## config.mk

```make
export PLATFORM = sky130hd
export DESIGN_NAME = ppbf_decoder
export DESIGN_NICKNAME = d
export VERILOG_FILES = /design/src/rtl/ppbf_pkg.sv /design/src/rtl/ppbf_rand_src.sv /design/src/rtl/ppbf_checks.sv /design/src/rtl/ppbf_vnode.sv /design/src/rtl/ppbf_decoder.sv
export SDC_FILE = /design/constraint.sdc
export NUM_CORES = 1
export LEC_CHECK = 0
export BUFFER_PORTS_ARGS = -buffer_cell sky130_fd_sc_hd__buf_2
export CORE_MARGIN = 8
export CORE_UTILIZATION = 65
export CTS_CLUSTER_SIZE = 20
export DETAILED_ROUTE_END_ITERATION = 10
export PLACE_DENSITY_LB_ADDON = 0.12
export RECOVER_POWER = 50
export SLEW_MARGIN = 20
export SYNTH_ARGS = -nofsm -noshare
export SYNTH_HDL_FRONTEND = slang
export SYNTH_SLANG_ARGS = --single-unit
```

## constraint.sdc

```tcl
create_clock -name clk -period 6.9 [get_ports clk]
set_clock_uncertainty 0.05 [all_clocks]
set_input_delay 1.035 -clock clk [delete_from_list [all_inputs] [get_ports clk]]
set_output_delay 1.035 -clock clk [all_outputs]
set_load 0.02 [all_outputs]
```

## src/rtl/ppbf_pkg.sv

```systemverilog
package ppbf_pkg;

    // Code dimensions: regular code, variable degree 3.
    localparam int unsigned CODE_N  = 12;
    localparam int unsigned CODE_DC = 6;
    localparam int unsigned CODE_DV = 3;
    localparam int unsigned CODE_Q  = CODE_N / CODE_DC;   // checks per layer
    localparam int unsigned CODE_M  = CODE_Q * CODE_DV;
    localparam int unsigned EN_W    = $clog2(CODE_DV + 2);

    typedef enum logic {
        DEC_IDLE = 1'b0,
        DEC_RUN  = 1'b1
    } dec_state_e;

    // Permutation multiplier of each layer (coprime with CODE_N).
    function automatic int unsigned layer_mult(input int unsigned l);
        case (l)
            0:       return 1;
            1:       return 5;
            default: return 7;
        endcase
    endfunction

    // Check index fed by variable n in layer l.
    function automatic int unsigned check_of(input int unsigned n, input int unsigned l);
        return l * CODE_Q + ((n * layer_mult(l)) % CODE_N) / CODE_DC;
    endfunction

    function automatic logic in_check(input int unsigned m, input int unsigned n);
        logic hit;
        hit = 1'b0;
        for (int unsigned l = 0; l < CODE_DV; l++)
            if (check_of(n, l) == m) hit = 1'b1;
        return hit;
    endfunction

endpackage

```

## src/rtl/ppbf_rand_src.sv

```systemverilog
module ppbf_rand_src #(
    parameter int unsigned POOL_W = 12,
    parameter logic [15:0] SEED   = 16'hACE1
) (
    input  logic              clk,
    input  logic              rst,
    output logic [POOL_W-1:0] pool_o
);
    logic [15:0] lfsr_q;
    logic        fb;
    logic        biased;

    assign fb     = lfsr_q[15] ^ lfsr_q[13] ^ lfsr_q[12] ^ lfsr_q[10];
    // Three independent taps ANDed: about one in eight is high.
    assign biased = lfsr_q[0] & lfsr_q[5] & lfsr_q[11];

    always_ff @(posedge clk) begin
        if (rst) begin
            lfsr_q <= (SEED == 16'h0) ? 16'h1 : SEED;
            pool_o <= '0;
        end else begin
            lfsr_q <= {lfsr_q[14:0], fb};
            pool_o <= {pool_o[POOL_W-2:0], biased};
        end
    end

endmodule

```

## src/rtl/ppbf_checks.sv

```systemverilog
module ppbf_checks
    import ppbf_pkg::*;
(
    input  logic [CODE_N-1:0] v_i,
    output logic [CODE_M-1:0] chk_o,
    output logic              all_ok_o
);
    for (genvar m = 0; m < CODE_M; m++) begin : g_chk
        always_comb begin
            chk_o[m] = 1'b0;
            for (int unsigned n = 0; n < CODE_N; n++)
                if (in_check(m, n)) chk_o[m] = chk_o[m] ^ v_i[n];
        end
    end

    assign all_ok_o = (chk_o == '0);

endmodule

```

## src/rtl/ppbf_vnode.sv

```systemverilog
module ppbf_vnode
    import ppbf_pkg::*;
(
    input  logic               clk,
    input  logic               rst,
    input  logic               load_i,
    input  logic               upd_i,
    input  logic               ch_i,
    input  logic [CODE_DV-1:0] chk_i,
    input  logic [1:0]         rnd_i,
    output logic               v_o
);
    logic            y_q;
    logic [EN_W-1:0] energy;
    logic            flip;

    always_comb begin
        energy = EN_W'(v_o ^ y_q);
        for (int unsigned l = 0; l < CODE_DV; l++)
            energy = energy + EN_W'(chk_i[l]);
    end

    // Chance grows with energy: never, ~1/64, ~1/8, ~7/8, always.
    always_comb begin
        case (energy)
            EN_W'(0): flip = 1'b0;
            EN_W'(1): flip = rnd_i[0] & rnd_i[1];
            EN_W'(2): flip = rnd_i[0];
            EN_W'(3): flip = ~rnd_i[0];
            default:  flip = 1'b1;
        endcase
    end

    always_ff @(posedge clk) begin
        if (rst) begin
            y_q <= 1'b0;
            v_o <= 1'b0;
        end else if (load_i) begin
            y_q <= ch_i;
            v_o <= ch_i;
        end else if (upd_i) begin
            v_o <= v_o ^ flip;
        end
    end

    assert_cold_hold_R8: assert property (@(posedge clk) disable iff (rst)
        (upd_i && !load_i && energy == EN_W'(0)) |=> (v_o == $past(v_o)));

    assert_hot_flip_R8: assert property (@(posedge clk) disable iff (rst)
        (upd_i && !load_i && energy == EN_W'(CODE_DV + 1)) |=> (v_o != $past(v_o)));

endmodule

```

## src/rtl/ppbf_decoder.sv

```systemverilog
module ppbf_decoder
    import ppbf_pkg::*;
#(
    parameter int unsigned MAX_ITER = 20,
    parameter int unsigned POOL_W   = 12,
    parameter logic [15:0] SEED     = 16'hACE1,
    localparam int unsigned ITER_W  = $clog2(MAX_ITER + 2)
) (
    input  logic              clk,
    input  logic              rst,
    input  logic              start_i,
    input  logic [CODE_N-1:0] word_i,
    output logic              done_o,
    output logic [CODE_N-1:0] word_o,
    output logic              ok_o,
    output logic [ITER_W-1:0] iters_o
);
    dec_state_e        state_q;
    logic [ITER_W-1:0] iter_q;
    logic [CODE_N-1:0] vcur;
    logic [CODE_M-1:0] chk;
    logic              syn_ok;
    logic [POOL_W-1:0] pool;
    logic              load, run, at_limit, finish, upd;

    assign load     = (state_q == DEC_IDLE) && start_i;
    assign run      = (state_q == DEC_RUN);
    assign at_limit = (iter_q == ITER_W'(MAX_ITER));
    assign finish   = run && (syn_ok || at_limit);
    assign upd      = run && !syn_ok && !at_limit;

    ppbf_rand_src #(.POOL_W(POOL_W), .SEED(SEED)) u_rand (
        .clk    (clk),
        .rst    (rst),
        .pool_o (pool)
    );

    ppbf_checks u_checks (
        .v_i      (vcur),
        .chk_o    (chk),
        .all_ok_o (syn_ok)
    );

    for (genvar n = 0; n < CODE_N; n++) begin : g_vn
        logic [CODE_DV-1:0] nb;
        for (genvar l = 0; l < CODE_DV; l++) begin : g_nb
            assign nb[l] = chk[check_of(n, l)];
        end
        ppbf_vnode u_vn (
            .clk    (clk),
            .rst    (rst),
            .load_i (load),
            .upd_i  (upd),
            .ch_i   (word_i[n]),
            .chk_i  (nb),
            .rnd_i  ({pool[n % POOL_W], pool[(n + POOL_W / 2) % POOL_W]}),
            .v_o    (vcur[n])
        );
    end

    always_ff @(posedge clk) begin
        if (rst) begin
            state_q <= DEC_IDLE;
            iter_q  <= '0;
            done_o  <= 1'b0;
            word_o  <= '0;
            ok_o    <= 1'b0;
            iters_o <= '0;
        end else begin
            done_o <= 1'b0;
            if (load) begin
                state_q <= DEC_RUN;
                iter_q  <= '0;
            end else if (finish) begin
                state_q <= DEC_IDLE;
                done_o  <= 1'b1;
                word_o  <= vcur;
                ok_o    <= syn_ok;
                iters_o <= iter_q;
            end else if (upd) begin
                iter_q <= iter_q + 1'b1;
            end
        end
    end

    assert_done_pulse_R9: assert property (@(posedge clk) disable iff (rst)
        done_o |=> !done_o);

    assert_hold_idle_R9: assert property (@(posedge clk) disable iff (rst)
        (state_q == DEC_IDLE) |=> $stable(word_o) && $stable(ok_o) && $stable(iters_o));

    assert_fail_at_limit_R5: assert property (@(posedge clk) disable iff (rst)
        (done_o && !ok_o) |-> (iters_o == ITER_W'(MAX_ITER)));

    assert_iter_bound_R5: assert property (@(posedge clk) disable iff (rst)
        iter_q <= ITER_W'(MAX_ITER));

    assert_load_R2: assert property (@(posedge clk) disable iff (rst)
        load |=> (vcur == $past(word_i)));

    assert_success_codeword_R3: assert property (@(posedge clk) disable iff (rst)
        (done_o && ok_o) |-> $past(syn_ok));

endmodule

```

# After elaboration in Yosys (flattened, before gate mapping)
# Cells that the tools add are included.
[totals]
regBits = 77
inputBits = 15
[classes]
n_addsub = 37
n_eq_ne = 37
n_mux = 39
bitwise = 79
n_reduce_logical = 25
[ops]
columns = ["cell", "n"]
rows = [
  ["$add 3x1->3", 36],
  ["$eq 3x2->1 const B", 24],
  ["$xor 1x1->1", 56],
  ["$pmux 1 s4", 12],
  ["$eq 3x1->1 const B", 12],
  ["$logic_not 3->1", 12],
  ["$mux 1", 27],
  ["$not 1->1", 15],
  ["$and 1x1->1", 8],
  ["$logic_not 6->1", 1],
  ["$add 5x1->5 const B", 1],
  ["$eq 5x5->1 const B", 1],
  ["$logic_and 1x1->1", 4],
  ["$reduce_and 2->1", 2],
  ["$reduce_bool 2->1", 2],
  ["$logic_not 1->1", 2],
  ["$reduce_or 2->1", 1],
  ["$logic_or 1x1->1", 1],
]

# Depth between registers and ports, before layout
# Gate-level depths: netlist (run 1).
[depth]
word_depth = 13
depth_mapped = 13
ltp_nobuf = 12

# Cells and area by module
# From an unflattened synthesis (run 1), not the netlist that was laid out.
[hier_totals]
hier_cells = 455
hier_area_um2 = 4468.0
[by_module_without_submodules]
columns = ["mod", "instances", "cells_each", "area_each_um2", "seq_area_each_um2"]
rows = [
  ["ppbf_vnode (g_vn[0].u_vn ...)", 8, 21, 187.7, 40.0],
  ["ppbf_decoder", 1, 124, 1172.4, 500.5],
  ["ppbf_vnode (g_vn[1].u_vn ...)", 4, 22, 200.2, 40.0],
  ["ppbf_rand_src", 1, 61, 785.8, 560.5],
  ["ppbf_checks", 1, 14, 207.7, 0.0],
]

# Worst setup path before layout (run 1)
# Ideal clock, no wire load.
[synth_path]
kind = "register to register"
from = "reg g_vn[4].u_vn.v_o"
to = "reg g_vn[3].u_vn.v_o"
setup_time_ns = 0.091
arrival_time_ns = 3.301
t_required_ns = 6.759
path_slack_ns = 3.458
path_stages_with_launch = 12
n_path_buf = 1
synth_period_minus_slack_ns = 3.442
cell_sequence = "dfxtp_1 > xnor3_2 > xor2_2 > clkbuf_1 > xor2_1 > ha_1 > ha_1 > ha_1 > and4b_1 > a211oi_1 > or3_1 > a311oi_1"
[synth_between]
elab_chain_cells = 10
word_cells_on_any_way = 27
cone_classes = "add/sub: 3; eq/ne: 3; mux: 3; bitwise: 12; reduce/logical: 6"
[synth_lines]
columns = ["item", "line_no", "source"]
rows = [
  ["start, declared", "ppbf_vnode.sv:11", "output logic v_o"],
  ["start signal, assigned", "ppbf_vnode.sv:40", "v_o <= ch_i;"],
  ["start signal, assigned", "ppbf_vnode.sv:42", "v_o <= v_o ^ flip;"],
  ["$xor 1x1->1 (2 in a row)", "ppbf_checks.sv:12", "if (in_check(m, n)) chk_o[m] = chk_o[m] ^ v_i[n];"],
  ["$add 3x1->3 / $xor 1x1->1 (equally long branches) (3 in a row)", "ppbf_vnode.sv:20, ppbf_checks.sv:12", ""],
  ["$eq 3x2->1, or another cell as far along", "ppbf_vnode.sv:25", "case (energy)"],
  ["$pmux 1 s4 / $logic_not 1->1 (equally long branches)", "ppbf_vnode.sv:25, ppbf_decoder.sv:30", ""],
  ["$xor 1x1->1 / $logic_and 1x1->1 (equally long branches)", "ppbf_vnode.sv:42, ppbf_decoder.sv:30", ""],
  ["$mux 1 / $logic_and 1x1->1 (equally long branches)", "ppbf_vnode.sv:41, ppbf_decoder.sv:30", ""],
  ["$mux 1 / $reduce_bool 2->1 (equally long branches)", "-", ""],
  ["end signal, assigned", "ppbf_vnode.sv:40", ""],
  ["end signal, assigned", "ppbf_vnode.sv:42", ""],
  ["end, declared", "ppbf_vnode.sv:11", ""],
]
# Parallel ways exist; a longest one is shown, timed or not. The select of a mux whose other input is x is not followed.
# A chain may end at the register's enable or synchronous reset.

# Worst setup path after layout (run 1)
# Same ends and word-level chain as after synthesis.

==> results_dict.tcl, run 1 <==
set metrics [dict create \
    cts_sinks 77 \
    htree_num_levels 3 \
    whs_ns 0.359 \
    yosysTopAreaCell "dfxtp_1" \
    synth_area_leaders "dfxtp_1 36%, ha_1 11%, mux2i_1 5.6%, nand2b_1 5.6%, xor2_1 5.4%" \
    antenna_found_initial 0 \
    gp_congestion 0.840 \
    die_x_um 96.9 \
    routed_wl_um 8170 \
    synthDistinctLibCells 47 \
    crit_path_top_delay_cell "xor2_2" \
    endpoint_kind "register" \
    violations "capacitance limit, slew limit" \
    path_cells "xnor3_2 -> xor2_2 -> xor2_1 -> ha_1 -> ha_1 -> ha_1 -> and4b_1 -> a211oi_1 -> or3_1 -> a311oi_1" \
    dp_hpwl_um 5760 \
    wl_per_cell_um 14.9 \
    io_pins 34 \
    regArea_um2 1540 \
    ant_nets 0 \
    tightest_slew_ns 3.05 \
    grtUsageTotal_pct 18.1 \
    cts_resized 0 \
    wl_met1_um 4030 \
    wl_met2_um 3660 \
    drive_above_1_share_pct 10.2 \
    cp.depth 10 \
    clk_pin_slew_ns 0.08 \
    synth-seq-area-share_pct 36.2 \
    start_util_pct 67.0 \
    yosysMostFrequentCell "dfxtp_1" \
    drv_slew 90 \
    io_buffers 33 \
    synth_fp_nets 494 \
    num_vias 3072 \
    cp_max_fo 14 \
    fin_crit_sh_pct 53.7 \
    holdBufCountCts 0 \
    clock_latency_ns 0.35 \
    diodes 0 \
    synthArstFlopShare_pct 0 \
    grt_pass1_vias 2987 \
    multi_input_area_um2 2590 \
    layout_setup_ws_ns 3.19 \
    min_period_ns 3.71 \
    cts_setup_buffers 0 \
    startpoint "g_vn[4].u_vn.v_o" \
    worstPathArrival_ns 3.89 \
    syn_area_per_cell_um2 9.65 \
    cpMostUsedCell "ha_1" \
    cpPeakStageDelay_ns 0.69 \
    ys_seq_elements 77 \
    cts_buffer_depth 2 \
    setup-tns-final_ns 0 \
    netlist_area_um2 4260 \
    drc 0 \
    grt_max_degree 90 \
    cp_top_family "XOR/XNOR gates" \
    status "complete, but fails checks" \
    setup.worst_path.start_class "register" \
    stdcell_count 549 \
    reg2reg_setup_slack_ns 3.19 \
    synth_warnings 0 \
    via_per_inst 5.60 \
    hp-class "reg2reg" \
    max_freq_mhz 270 \
    cts_made_buffers 9 \
    syn_inst 441 \
    grt_first_pass_wirelength_um 14000 \
    drt-pass1-iter-count 4 \
    cts_root_buffer "clkbuf_8" \
    area_delta_synth_final_pct 7.79 \
    cap_violations 1 \
    yosys-top-cells-count "77 x dfxtp_1, 40 x nand2_1, 38 x nand2b_1" \
    dieArea_um2 9390 \
    rsz0062_at_grt "false" \
    highest_layer "met4" \
    critical_path_class "reg2reg" \
    critical_path_buf_inv_count 0 \
    synth-edff-count 0 \
    r2r_cells 10 \
    wl_met3_um 308 \
    timing.rr.end "g_vn[3].u_vn.v_o" \
    placed_cells 533 \
    synth.top_cell.area_share_pct 36.2 \
    fill_cells 524 \
    hold_viol 0 \
    grt-ovfl-total 0 \
    worstReg2RegStart "g_vn[4].u_vn.v_o" \
    core_um2 6350 \
    setup_viol 0 \
    slew_headroom_pct -103 \
    ys.flop_type "dfxtp_1" \
    num_rows 29 \
    crit_end "g_vn[3].u_vn.v_o" \
    die_h_um 96.9 \
    cts_tree "done" \
    dp_slack_ns 3.25 \
    cp.required_ns 7.08 \
    fin_nets 520 \
    drtIter0Drc 156 \
]
metrics by stage:
step           utilization, %  instance area, um2
2_1_floorplan               -                4260
3_3_place_gp             69.8                4430
4_1_cts                  72.7                4610
5_1_grt                  72.2                4590
6_report                 72.2                4590
3_5_place_dp             69.8                4430
area by class of cell:
type | count | share of cell area [%]
Clock buffer | 13 | 3.46
Timing Repair Buffer | 36 | 3.52
Tap cell | 77 | 2.10
Sequential cell | 77 | 33.6
Inverter | 6 | 0.491
Multi-Input combinational cell | 337 | 56.4
Clock inverter | 3 | 0.436
metal layers:
metal	up-vias	global-route usage [%]
met5	-	0
met3	14	4.20
li1	1580	-
met1	1433	23.2
met4	0	8.40
met2	45	28.1
worst min-delay path by stage:
stage,endpoint,cells after the start,startpoint
after floorplan,u_rand.lfsr_q[10],1,u_rand.lfsr_q[9]
after global placement,u_rand.lfsr_q[10],1,u_rand.lfsr_q[9]
after detailed placement,u_rand.lfsr_q[5],1,u_rand.lfsr_q[4]
after CTS,u_rand.lfsr_q[15],1,u_rand.lfsr_q[14]
after global routing,u_rand.lfsr_q[5],1,u_rand.lfsr_q[4]
final,u_rand.lfsr_q[15],1,u_rand.lfsr_q[14]
cell usage in the layout (no fill, tap or decap), types with 3 or more instances in the layout:
| cell type | n |
|---|---|
| buf_2 | 15 |
| o21ai_1 | 6 |
| o21bai_1 | 11 |
| xor2_1 | 26 |
| mux2i_1 | 24 |
| a211oi_1 | 9 |
| nor2b_1 | 22 |
| nand2b_1 | 38 |
| ha_1 | 37 |
| xnor3_2 | 3 |
| xnor2_1 | 7 |
| nand3b_1 | 4 |
| nor2_1 | 15 |
| o21ai_0 | 8 |
| clkbuf_8 | 11 |
| a31oi_1 | 15 |
| clkbuf_1 | 21 |
| a21o_1 | 11 |
| or3_1 | 13 |
| inv_1 | 5 |
| dfxtp_1 | 77 |
| nand2_1 | 40 |
| or2_2 | 7 |
| a21oi_1 | 19 |
registers in the layout, summed over array words and instances (netlist names):
| signal | cells |
|---|---|
| u_rand.lfsr_q | 16 |
| g_vn.u_vn.v_o | 12 |
| g_vn.u_vn.y_q | 12 |
| u_rand.pool_o | 12 |
| word_o | 12 |
| iter_q | 5 |
| iters_o | 5 |
| done_o | 1 |
| ok_o | 1 |
| run | 1 |
logic make-up after synthesis:
logic type               count (synthesis)  synth area share [%]
flip-flops                              77                  36.2
adder cells (fa/ha/maj)                 38                  11.3
XOR/XNOR                                41                  11.2
buffers and inverters                   27                  3.26
multiplexers                            24                  5.65
AND/OR/NAND/NOR                        149                  19.4
AO/OA/AOI/OAI                           85                  12.9
Power of run 1 is not shown: default switching activity piles up to over one toggle a cycle in this logic, so the estimate is an artifact.
==> run 2: changes to the inputs <==
- ABC_AREA: not set -> 1
- CORE_UTILIZATION: 65 -> 61
- clock period: 6.9 -> 3.7 ns (I/O delays scaled with it)
==> results_dict.tcl, run 2 <==
set metrics [dict create \
    io_buffers 33 \
    yosysMostFrequentCell "nand2_1" \
    cts_made_buffers 9 \
    fin_crit_sh_pct 90.3 \
    setup-tns-final_ns 0 \
    area_delta_synth_final_pct 9.18 \
    grt_first_pass_wirelength_um 17800 \
    slew_headroom_pct -23.7 \
    final_cell_mix "154 x nand2_1, 77 x dfxtp_1, 75 x inv_1" \
    max_freq_mhz 299 \
    r2r_cells 16 \
    violations "capacitance limit, slew limit" \
    dpl_cell_area_um2 4880 \
    met2_usage_pct 33.1 \
    grt.busiest_layer "met2" \
    antenna_found_initial 0 \
    io_pins 34 \
    gp_congestion 0.922 \
    diodes 0 \
    ys.flop_type "dfxtp_1" \
    tightest_slew_ns 1.86 \
    synth-seq-area-share_pct 32.9 \
    clock_latency_ns 0.35 \
    dieArea_um2 10800 \
    netlist_area_um2 4690 \
    die_x_um 104 \
    syn_inst 651 \
    synth_fp_nets 704 \
    grt-ovfl-total 0 \
    setup.worst_path.start_class "register" \
    synthDistinctLibCells 39 \
    drc 0 \
    synthArstFlopShare_pct 0 \
    fin_nets 727 \
    min_period_ns 3.34 \
    cts_buffer_depth 2 \
    wl_per_cell_um 13.5 \
    endpoint_kind "register" \
    cts_tree "done" \
    setup_viol 0 \
    synth_warnings 0 \
    grtUsageTotal_pct 19.7 \
    drive_above_1_share_pct 13.0 \
    largest_reg_flops 16 \
    yosysTopAreaCell "dfxtp_1" \
    htree_num_levels 3 \
    holdPathStages 2 \
    final_common_cell "nand2_1" \
    yosys-top-cells-count "154 x nand2_1, 77 x dfxtp_1, 75 x inv_1" \
    worstPathArrival_ns 3.54 \
    stdcell_area_um2 5120 \
    cp_max_fo 7 \
    syn_area_per_cell_um2 7.21 \
    num_vias 4105 \
    synth_area_leaders "dfxtp_1 33%, nand2_1 12%, ha_1 9.9%, inv_1 6.0%, nand3_1 5.8%" \
    start_util_pct 61.7 \
    rsz0062_at_grt "false" \
    grt_max_degree 53 \
    core_um2 7610 \
    top_register "u_rand.lfsr_q" \
    hold_viol 0 \
    holdBufCountCts 0 \
    synth-edff-count 0 \
    use_met1_pct 24.2 \
    via_per_inst 5.26 \
    cts_sinks 77 \
    critical_path_class "reg2reg" \
    drv_slew 44 \
    ant_nets 0 \
    num_rows 32 \
    drt-pass1-iter-count 5 \
    hp-class "reg2reg" \
    die_h_um 104 \
    met3_usage_pct 4.09 \
    status "complete, but fails checks" \
    layout_setup_ws_ns 0.357 \
    dp_hpwl_um 7800 \
    cts_root_buffer "clkbuf_8" \
    clk_pin_slew_ns 0.08 \
    routed_wl_um 10500 \
    cp.required_ns 3.90 \
    grt_pass1_vias 3899 \
    reg2reg_setup_slack_ns 0.36 \
    drtIter0Drc 244 \
    synth.top_cell.area_share_pct 32.9 \
    cap_violations 1 \
    ys_seq_elements 77 \
    dp_slack_ns 0.313 \
]
## run 2: cell types whose count changed after synthesis, moves of 13 or more
cell / change
nand2_1: +114
inv_1: +70
nand3_1: +53
nor2_1: +44
nand2b_1: -38
mux2i_1: -24
nor2b_1: -22
nor2_2: +20
a21oi_1: +14
a31oi_1: -13
or3_1: -13
## run 2: path summary, 6_finish.rpt
check | from | end
max | g_vn[8].u_vn.v_o | g_vn[8].u_vn.v_o
min | u_rand.lfsr_q[8] | u_rand.lfsr_q[9]
max reg2reg | g_vn[8].u_vn.v_o | g_vn[8].u_vn.v_o
min reg2reg | u_rand.lfsr_q[8] | u_rand.lfsr_q[9]
## run 2: repair_timing
action	4_1_cts	5_1_grt
buffers inserted	0	0
setup endpoints to repair	0	1
resized for setup	0	1
## run 2: cell type report
type                            instances  area (um2)
Clock inverter                          6         136
Clock buffer                            9         124
Fill cell                             649        2490
Sequential cell                        77        1540
Tap cell                              102         128
Timing Repair Buffer                   38         175
Inverter                               84         323
Multi-Input combinational cell        464        2690
## run 2: logic make-up after synthesis
| logic type | share of synthesized area, % |
|---|---|
| buf+inv | 9.87 |
| fa+ha+maj | 10.3 |
| compound gates | 8.19 |
| simple gates | 31.5 |
| flops | 32.9 |
| xor+xnor | 7.28 |
## run 2: critical path, cell delays in order, from the launching register on
cell	delay [ns]
dfxtp_1	0.40
xnor2_1	0.32
xor2_1	0.27
xor2_2	0.37
xor2_1	0.18
inv_1	0.06
ha_1	0.29
ha_1	0.21
ha_1	0.30
nor3_1	0.21
nor2_1	0.06
o21ai_0	0.10
nand2_1	0.08
nand2_1	0.07
o22ai_1	0.07
a21oi_1	0.15
nor2_1	0.07
## run 2: routing by layer
layer / up-vias / wire (um)
met3: 20 / 539
met1: 1875 / 4910
li1: 2097 / -
met5: - / 0
met2: 113 / 4850
met4: 0 / 237
## run 2: metrics by stage
step	instances	util (%)	hold WS (ns)
final	780	67.3	0.360
after global routing	780	67.3	0.385
after CTS	780	67.6	0.368
after detailed placement	765	64.2	0.352
after global placement	765	64.2	0.342
after floorplan	651	-	0.338
Power of run 2 is left out for the same reason.
